File: src/rtl/rfsh_pkg.sv
package rfsh_pkg;
  localparam int CFG_W = 16;
  localparam int CNT_W = 9;
  localparam int PRE_W = 4;
  localparam int GAP_W = 4;
  localparam int PEND_W = 2;
  localparam logic [CFG_W-1:0] CFG_RESET = 16'h0026;
  localparam logic [CFG_W-1:0] CFG_MASK = 16'h3FFF;

  localparam int BIT_EXTMUX = 13;
  localparam int BIT_CKECMD = 12;
  localparam int BIT_SELF = 11;
  localparam int GAP_HI = 10;
  localparam int GAP_LO = 9;

  typedef enum logic {
    SEQ_IDLE,
    SEQ_RECOV
  } seq_state_t;

  function automatic logic [GAP_W-1:0] gap_clocks(input logic [1:0] code);
    case (code)
      2'd0:    gap_clocks = 4'd3;
      2'd1:    gap_clocks = 4'd6;
      default: gap_clocks = 4'd9;
    endcase
  endfunction

  function automatic logic [PEND_W-1:0] backlog_next(input logic [PEND_W-1:0] cur,
                                                     input logic up, input logic down,
                                                     input logic [PEND_W-1:0] cap);
    logic [PEND_W:0] sum;
    sum = {1'b0, cur} + {{PEND_W{1'b0}}, up};
    if (down && sum != '0) sum = sum - 1'b1;
    if (sum > {1'b0, cap}) sum = {1'b0, cap};
    backlog_next = sum[PEND_W-1:0];
  endfunction
endpackage

File: src/rtl/rfsh_tick.sv
module rfsh_tick #(
  parameter int PRE_W = 4,
  parameter int CNT_W = 9
) (
  input  logic             clk,
  input  logic             rst_n,
  input  logic             restart,
  input  logic [CNT_W-1:0] limit,
  output logic             expire
);
  localparam logic [PRE_W-1:0] PRE_LAST = '1;

  logic [PRE_W-1:0] pre_q;
  logic [CNT_W-1:0] cnt_q;
  logic             pre_wrap;

  assign pre_wrap = (pre_q == PRE_LAST);
  assign expire = pre_wrap && (cnt_q == limit) && !restart;

  always_ff @(posedge clk or negedge rst_n) begin
    if (!rst_n) begin
      pre_q <= '0;
      cnt_q <= '0;
    end else if (restart) begin
      pre_q <= '0;
      cnt_q <= '0;
    end else begin
      pre_q <= pre_q + 1'b1;
      if (pre_wrap) begin
        if (cnt_q == limit) cnt_q <= '0;
        else cnt_q <= cnt_q + 1'b1;
      end
    end
  end
endmodule

File: src/rtl/rfsh_backlog.sv
module rfsh_backlog
  import rfsh_pkg::*;
#(
  parameter int MAX_PEND = 2
) (
  input  logic              clk,
  input  logic              rst_n,
  input  logic              inc,
  input  logic              dec,
  input  logic              clr,
  input  logic              set_one,
  output logic [PEND_W-1:0] pend
);
  localparam logic [PEND_W-1:0] CAP = PEND_W'(MAX_PEND);

  always_ff @(posedge clk or negedge rst_n) begin
    if (!rst_n) pend <= '0;
    else if (set_one) pend <= PEND_W'(1);
    else if (clr) pend <= '0;
    else pend <= backlog_next(pend, inc, dec, CAP);
  end
endmodule

File: src/rtl/rfsh_seq.sv
module rfsh_seq
  import rfsh_pkg::*;
(
  input  logic       clk,
  input  logic       rst_n,
  input  logic       pend_nz,
  input  logic       bus_idle,
  input  logic       self_on,
  input  logic       hold,
  input  logic [1:0] gap_code,
  output logic       rfsh_req,
  output logic       issue,
  output logic       rfsh_cmd,
  output logic       act_ok
);
  seq_state_t       state_q;
  logic [GAP_W-1:0] gap_q;

  assign rfsh_req = (state_q == SEQ_IDLE) && pend_nz && !self_on;
  assign issue = rfsh_req && bus_idle && !hold;

  always_ff @(posedge clk or negedge rst_n) begin
    if (!rst_n) begin
      state_q  <= SEQ_IDLE;
      gap_q    <= '0;
      rfsh_cmd <= 1'b0;
      act_ok   <= 1'b1;
    end else begin
      rfsh_cmd <= 1'b0;
      case (state_q)
        SEQ_IDLE: begin
          if (issue) begin
            state_q  <= SEQ_RECOV;
            gap_q    <= gap_clocks(gap_code) - 1'b1;
            rfsh_cmd <= 1'b1;
            act_ok   <= 1'b0;
          end
        end
        default: begin
          if (gap_q == '0) begin
            state_q <= SEQ_IDLE;
            act_ok  <= 1'b1;
          end else begin
            gap_q <= gap_q - 1'b1;
          end
        end
      endcase
    end
  end
endmodule

File: src/rtl/rfsh_sched.sv
module rfsh_sched
  import rfsh_pkg::*;
(
  input  logic             clk,
  input  logic             rst_n,
  input  logic             cfg_we,
  input  logic [CFG_W-1:0] cfg_wdata,
  output logic [CFG_W-1:0] cfg_rdata,
  input  logic             bus_idle,
  output logic             rfsh_req,
  output logic             rfsh_cmd,
  output logic             act_ok,
  output logic             self_rfsh,
  output logic             ext_mux,
  output logic             cke_cmd
);
  logic [CFG_W-1:0]  cfg_q;
  logic              tmr_expire;
  logic              seq_issue;
  logic [PEND_W-1:0] pend_cnt;
  logic              sr_exit;
  logic              sr_hold;

  always_ff @(posedge clk or negedge rst_n) begin
    if (!rst_n) cfg_q <= CFG_RESET;
    else if (cfg_we) cfg_q <= cfg_wdata & CFG_MASK;
  end

  assign cfg_rdata = cfg_q;
  assign self_rfsh = cfg_q[BIT_SELF];
  assign ext_mux   = cfg_q[BIT_EXTMUX];
  assign cke_cmd   = cfg_q[BIT_CKECMD];

  assign sr_exit = cfg_we && cfg_q[BIT_SELF] && !cfg_wdata[BIT_SELF];
  assign sr_hold = cfg_q[BIT_SELF] || (cfg_we && cfg_wdata[BIT_SELF]);

  rfsh_tick #(.PRE_W(PRE_W), .CNT_W(CNT_W)) i_tick (
    .clk    (clk),
    .rst_n  (rst_n),
    .restart(cfg_we),
    .limit  (cfg_q[CNT_W-1:0]),
    .expire (tmr_expire)
  );

  rfsh_backlog #(.MAX_PEND(2)) i_backlog (
    .clk    (clk),
    .rst_n  (rst_n),
    .inc    (tmr_expire && !cfg_q[BIT_SELF]),
    .dec    (seq_issue),
    .clr    (sr_hold),
    .set_one(sr_exit),
    .pend   (pend_cnt)
  );

  rfsh_seq i_seq (
    .clk     (clk),
    .rst_n   (rst_n),
    .pend_nz (pend_cnt != '0),
    .bus_idle(bus_idle),
    .self_on (cfg_q[BIT_SELF]),
    .hold    (cfg_we),
    .gap_code(cfg_q[GAP_HI:GAP_LO]),
    .rfsh_req(rfsh_req),
    .issue   (seq_issue),
    .rfsh_cmd(rfsh_cmd),
    .act_ok  (act_ok)
  );
endmodule

File: config.mk
export PLATFORM = sky130hd
export DESIGN_NAME = rfsh_sched
export DESIGN_NICKNAME = d
export VERILOG_FILES = /design/src/rtl/rfsh_pkg.sv /design/src/rtl/rfsh_tick.sv /design/src/rtl/rfsh_backlog.sv /design/src/rtl/rfsh_seq.sv /design/src/rtl/rfsh_sched.sv
export SDC_FILE = /design/constraint.sdc
export NUM_CORES = 1
export LEC_CHECK = 0
export BUFFER_PORTS_ARGS = -buffer_cell sky130_fd_sc_hd__buf_2
export CAP_MARGIN = 20
export CORE_MARGIN = 5
export CORE_UTILIZATION = 40
export CTS_CLUSTER_DIAMETER = 60
export CTS_CLUSTER_SIZE = 25
export DETAILED_ROUTE_END_ITERATION = 8
export PLACE_DENSITY = 0.61
export SYNTH_ARGS = -nofsm -noshare
export SYNTH_HDL_FRONTEND = slang
export SYNTH_SLANG_ARGS = --single-unit
File: constraint.sdc
create_clock -name clk -period 3.17 [get_ports clk]
set_input_delay 0.317 -clock clk [delete_from_list [all_inputs] [get_ports clk]]
set_output_delay 0.317 -clock clk [all_outputs]
set_load 0.03 [all_outputs]
---- Word-level counts from Yosys, hierarchy flattened ----
Index checks and enable logic that the tools add are counted.
storage, ports and cells
  register bits ........................... 36
  input bits .............................. 20
operators by class
  $add $sub $neg .......................... 6
  $lt $le $gt $ge ......................... 1
  eq/ne operators ......................... 5
  multiplexer cells ....................... 23
  bitwise gates (word level) .............. 1
  reductions and logical operators ........ 23
operators by type and width
  cell                   number
  $mux W9                3
  $mux W4                6
  $logic_and A1 B1 Y1    11
  $add A9 B1 Y9 const B  1
  $eq A9 B9 Y1           1
  $mux W3                3
  $pmux W4 S2            1
  $sub A4 B1 Y4 const B  2
  $mux W1                7
  $mux W2                3
  $reduce_bool A2 Y1     3
  $add A4 B1 Y4 const B  1
  $eq A4 B4 Y1 const B   1
  $logic_not A4 Y1       1
  $ne A2 B2 Y1 const B   2
  $reduce_and A2 Y1      2
  $add A2 B1 Y3          1
  $gt A3 B2 Y1 const B   1
  $logic_not A1 Y1       3
  $reduce_bool A3 Y1     1
  $sub A3 B1 Y3 const B  1
  $eq A2 B1 Y1 const B   1
  $logic_not A2 Y1       1
  $logic_or A1 B1 Y1     1
  $not A1 Y1             1

---- Depth between registers and ports, before layout ----
  depth in word-level cells ............... 14
  depth in mapped cells ................... 13

---- By module ----
From an unflattened synthesis, not the netlist that was laid out.
unflattened totals
  cells, all modules ...................... 166
  area total of the unflattened synthesis .. 1938.1 µm²
modules (own cells, without submodules)
  module        instances  cells each  area an instance (µm²)
  rfsh_tick     1          74          732.0
  rfsh_sched    1          40          645.6
  rfsh_seq      1          36          380.4
  rfsh_backlog  1          16          180.2

---- Least setup slack after synthesis ----
OpenSTA, ideal clock, no wires.
  path kind ............................... reg2reg
  start ................................... reg cfg_q[1], in the netlist cfg_rdata[1]
  end ..................................... reg i_backlog.pend[0]
  setup time .............................. 0.082 ns
  arrival time ............................ 2.936 ns
  path slack .............................. 0.152 ns
  cell stages (with the launch flop) ...... 13
  buffers on the path ..................... 0
  clock period less this slack ............ 3.018 ns
  path through ............................ dfstp_2 xnor2_1 nand2_1 or3_4 nor4_2 ha_1 ha_1 inv_1 ha_1 ha_1 nor3_4 or4_1 a31oi_1
on the way
  longest elaborated chain between the ends .. 14
ends and longest elaborated chain
  what                                                                   RTL line            text
  start, declared                                                        rfsh_sched.sv:17    logic [CFG_W-1:0] cfg_q;
  start signal, assigned                                                 rfsh_sched.sv:26    else if (cfg_we) cfg_q <= cfg_wdata & CFG_MASK;
  $eq A9 B9 Y1 *                                                         rfsh_tick.sv:18     assign expire = pre_wrap && (cnt_q == limit) && !restart;
  $logic_and A1 B1 Y1 * (2 in a row)                                     rfsh_tick.sv:18
  $logic_and A1 B1 Y1 *                                                  rfsh_sched.sv:48    .inc (tmr_expire && !cfg_q[BIT_SELF]),
  $add A2 B1 Y3 *                                                        rfsh_pkg.sv:33      sum = {1'b0, cur} + {{PEND_W{1'b0}}, up};
  parallel branches: the longest is 2 deep, another holds $sub A3 B1 Y3  -
  $mux W3 *                                                              rfsh_pkg.sv:34      if (down && sum != '0) sum = sum - 1'b1;
  $mux W3 *                                                              rfsh_backlog.sv:19  else if (clr) pend <= '0;
  $mux W3 *                                                              rfsh_backlog.sv:18  else if (set_one) pend <= PEND_W'(1);
  $gt A3 B2 Y1                                                           rfsh_pkg.sv:35      if (sum > {1'b0, cap}) sum = {1'b0, cap};
  $mux W2 *                                                              rfsh_pkg.sv:35
  $mux W2 *                                                              rfsh_backlog.sv:19
  $mux W2 *                                                              rfsh_backlog.sv:18
  end signal, assigned                                                   rfsh_backlog.sv:20  else pend <= backlog_next(pend, inc, dec, CAP);
  end, declared                                                          rfsh_backlog.sv:12  output logic [PEND_W-1:0] pend
Every way passes the cells marked *. The select of a mux whose other input is x is not followed.
A chain may end at the register's enable or synchronous reset.

---- Worst setup path in the final report ----
  start ................................... reg i_tick.cnt_q[2]
  end ..................................... reg i_backlog.pend[0]
on the way
  longest elaborated chain between the ends .. 14
ends and longest elaborated chain
  what                                                                   RTL line            text
  start, declared                                                        rfsh_tick.sv:14     logic [CNT_W-1:0] cnt_q;
  start signal, assigned                                                 rfsh_tick.sv:31     else cnt_q <= cnt_q + 1'b1;
  $eq A9 B9 Y1 *                                                         rfsh_tick.sv:18
  $logic_and A1 B1 Y1 * (2 in a row)                                     rfsh_tick.sv:18
  $logic_and A1 B1 Y1 *                                                  rfsh_sched.sv:48
  $add A2 B1 Y3 *                                                        rfsh_pkg.sv:33
  parallel branches: the longest is 2 deep, another holds $sub A3 B1 Y3  -
  $mux W3 *                                                              rfsh_pkg.sv:34
  $mux W3 *                                                              rfsh_backlog.sv:19
  $mux W3 *                                                              rfsh_backlog.sv:18
  $gt A3 B2 Y1                                                           rfsh_pkg.sv:35
  $mux W2 *                                                              rfsh_pkg.sv:35
  $mux W2 *                                                              rfsh_backlog.sv:19
  $mux W2 *                                                              rfsh_backlog.sv:18
Marks and branches as above.

==> impl_metrics.tcl <==
set metrics [dict create \
    status "finished, final reports clean" \
    tightest_slew_ns 0.811 \
    syn2layout_area_growth_pct 16.0 \
    grt_pass1_wl_mm 6.98 \
    synth_cells 189 \
    synth_top_area_frac 0.384 \
    synthSimpleGateAreaFrac 0.193 \
    ys_async_sr_fraction 1.00 \
    route.detailed.drc 0 \
    power_mw 1.35 \
    endpoint_kind "register" \
    synth_ff_type "dfrtp_1" \
    fmax_mhz 336 \
    synth_top_family_by_area "simple AND/OR/NAND/NOR gates" \
    yosysTopAreaCell "dfrtp_1" \
    synth-xor-area-share 0.0690 \
    fin_util 0.477 \
    wl_per_cell_um 13.8 \
    coreArea_um2 5070 \
    fp.dieArea_um2 6760 \
    synth_mux_area_frac 0.0804 \
    first_global_vias 1448 \
    crit_slowest_cell "dfrtp_1" \
    cellPowerDensity_nw_per_um2 558 \
    skew_ns 0.00617 \
    finalCriticalPeriod_ns 2.98 \
    drt_iter0_drc 82 \
    worstPathCellList "xnor2_2 > nand4_4 > or3_4 > nor4_2 > ha_2 > ha_1 > inv_1 > ha_1 > ha_1 > nor3_4 > or4_1 > a31oi_1" \
    drv_slew 0 \
    ant_nets 0 \
    setup.worst_path.class "register to register" \
    dpl_worst_slack_ns 0.177 \
    synth.most_common_cell "dfrtp_1" \
    dieWidth_um 82.2 \
    n_fill_cell 493 \
    h-tree-depth 2 \
    grt_usage 0.137 \
    cts_post_setup_buffers_inserted 0 \
    multiInputGateArea_um2 1080 \
    seqCellArea_um2 906 \
    start_kind "register" \
    clk_pin_slew_ns 0.07 \
    cts_root_buffer "clkbuf_8" \
    placed_area_um2 2310 \
    grt-ovfl-total 0 \
    cp_slowest_stage_delay_ns 0.48 \
    crit_fanout 7 \
    nets 254 \
    vias 1494 \
    cts_resized 0 \
    layout-drive-gt1-share 0.374 \
    hold_buffers 0 \
    synth.top_cells.by_area "dfrtp_1 38%, mux2_2 7.0%, dfstp_2 5.0%" \
    synth_fa_ha_area_frac 0.0480 \
    antenna-diode-count 0 \
    clk_latency_ns 0.29 \
    fp.dieH_um 82.2 \
    io_pins 42 \
    vdd_drop_max_v 0.000340 \
    synth_edf_count 0 \
    numCtsBuffers 5 \
    ys_warn_count 0 \
    dp.cells 289 \
    arrival_ns 3.18 \
    first_pass_iters 4 \
    ys_ff_latch 36 \
    relSlewSlack 0.459 \
    p_leak_nw 1.06 \
    grt_max_degree 37 \
    synth-compound-area-share 0.118 \
    fin_ws_ns 0.193 \
    design_area_um2 2420 \
    synth_common_cells "32 x dfrtp_1, 14 x nor2_1, 13 x mux2_2" \
    hold_class "input port to asynchronous set/reset pin" \
    finalSetupViolCount 0 \
    drt-total-wl_mm 4.09 \
    cpMostUsedCell "ha_1" \
    cts_tree "done" \
    drv_cap 0 \
    worst_hold_slack_ns 0.119 \
    yosysUniqueCellTypes 57 \
    tns_ns 0 \
    synth_seq_area_share 0.435 \
    initial_core_util 0.411 \
    synth.cell_area_um2 2080 \
    antenna_found_initial 0 \
    dp.final_hpwl_mm 2.89 \
    gp_congestion 0.811 \
    via_per_inst 5.03 \
    cts.sinks 36 \
    grt_setup_unrepaired "false" \
    clockBufferDepth 2 \
    required_ns 3.38 \
    rows 26 \
    finalCritPeriodShare 0.939 \
    finalHoldViolCount 0 \
    syn_avg_cell_area_um2 11.0 \
    numPortBuffers 37 \
    layout.cells.non_filler 297 \
]
metal layers:
metal / vias up / global-route usage / share of wire / routed length (µm)
met5: - / 0 / 0 / 0
met4: 0 / 0.0598 / 0.019 / 78
met3: 6 / 0.0293 / 0.046 / 186
met2: 30 / 0.211 / 0.47 / 1940
met1: 709 / 0.185 / 0.46 / 1880
li1: 749 / - / - / -
state kept, by name (all words and copies together), names as in the netlist:
signal,flops
i_seq.act_ok,1
i_seq.state_q,1
cfg_rdata,14
i_seq.gap_q,4
i_tick.pre_q,4
i_tick.cnt_q,9
i_backlog.pend,2
i_seq.rfsh_cmd,1
final cells by class:
class                           instances  area share
Inverter                                5     0.00776
Multi-Input combinational cell        135       0.445
Clock buffer                            8      0.0414
Sequential cell                        36       0.375
Tap cell                               70      0.0362
Timing Repair Buffer                   43      0.0952
worst paths after layout:
path	cells after the start	to	start	slack [ns]
max in group asynchronous	1	cfg_rdata[4]	rst_n	2.53
worst max-delay path	12	i_backlog.pend[0]	i_tick.cnt_q[2]	0.19
worst min-delay path	1	i_seq.rfsh_cmd	rst_n	0.12
min in group clk	2	cfg_rdata[7]	cfg_wdata[7]	0.26
worst max register to register	12	i_backlog.pend[0]	i_tick.cnt_q[2]	0.19
worst min register to register	1	i_tick.pre_q[0]	i_tick.pre_q[0]	0.46
cells in the final DEF, fill, tap and decap left out, drive strengths merged, types with 4 or more instances in the layout:
cell,count
nor3,6
ha,8
mux2,14
dfrtp,32
nand3,8
clkbuf,8
o32ai,4
inv,5
nor2,15
dfstp,4
nor2b,4
nand2,9
buf,43
xnor2,12
a21oi,10
nor4,5
report_power, final:
| group | total [mW] | internal [mW] | switching (mW) |
|---|---|---|---|
| logic | 0.380 | 0.165 | 0.215 |
| clock network | 0.362 | 0.198 | 0.164 |
| registers | 0.608 | 0.529 | 0.0785 |
logic make-up after synthesis:
kind of cell | after synthesis
buffers and inverters | 19
DFF | 36
and+or+nand+nor | 66
xor gates and xnor gates | 13
other | 1
AOI/OAI and AO/OA | 31
adders and majority gates | 8
muxes | 15
worst max-delay path, delay by kind of cell, from the launching register on:
kind	cells	cell delay, ns
AOI/OAI and AO/OA	1	0.17
xor gates and xnor gates	1	0.22
adders and majority gates	4	0.79
buffers and inverters	1	0.07
DFF	1	0.48
and+or+nand+nor	5	1.16
Note: power is estimated with default switching activity, not from simulation.
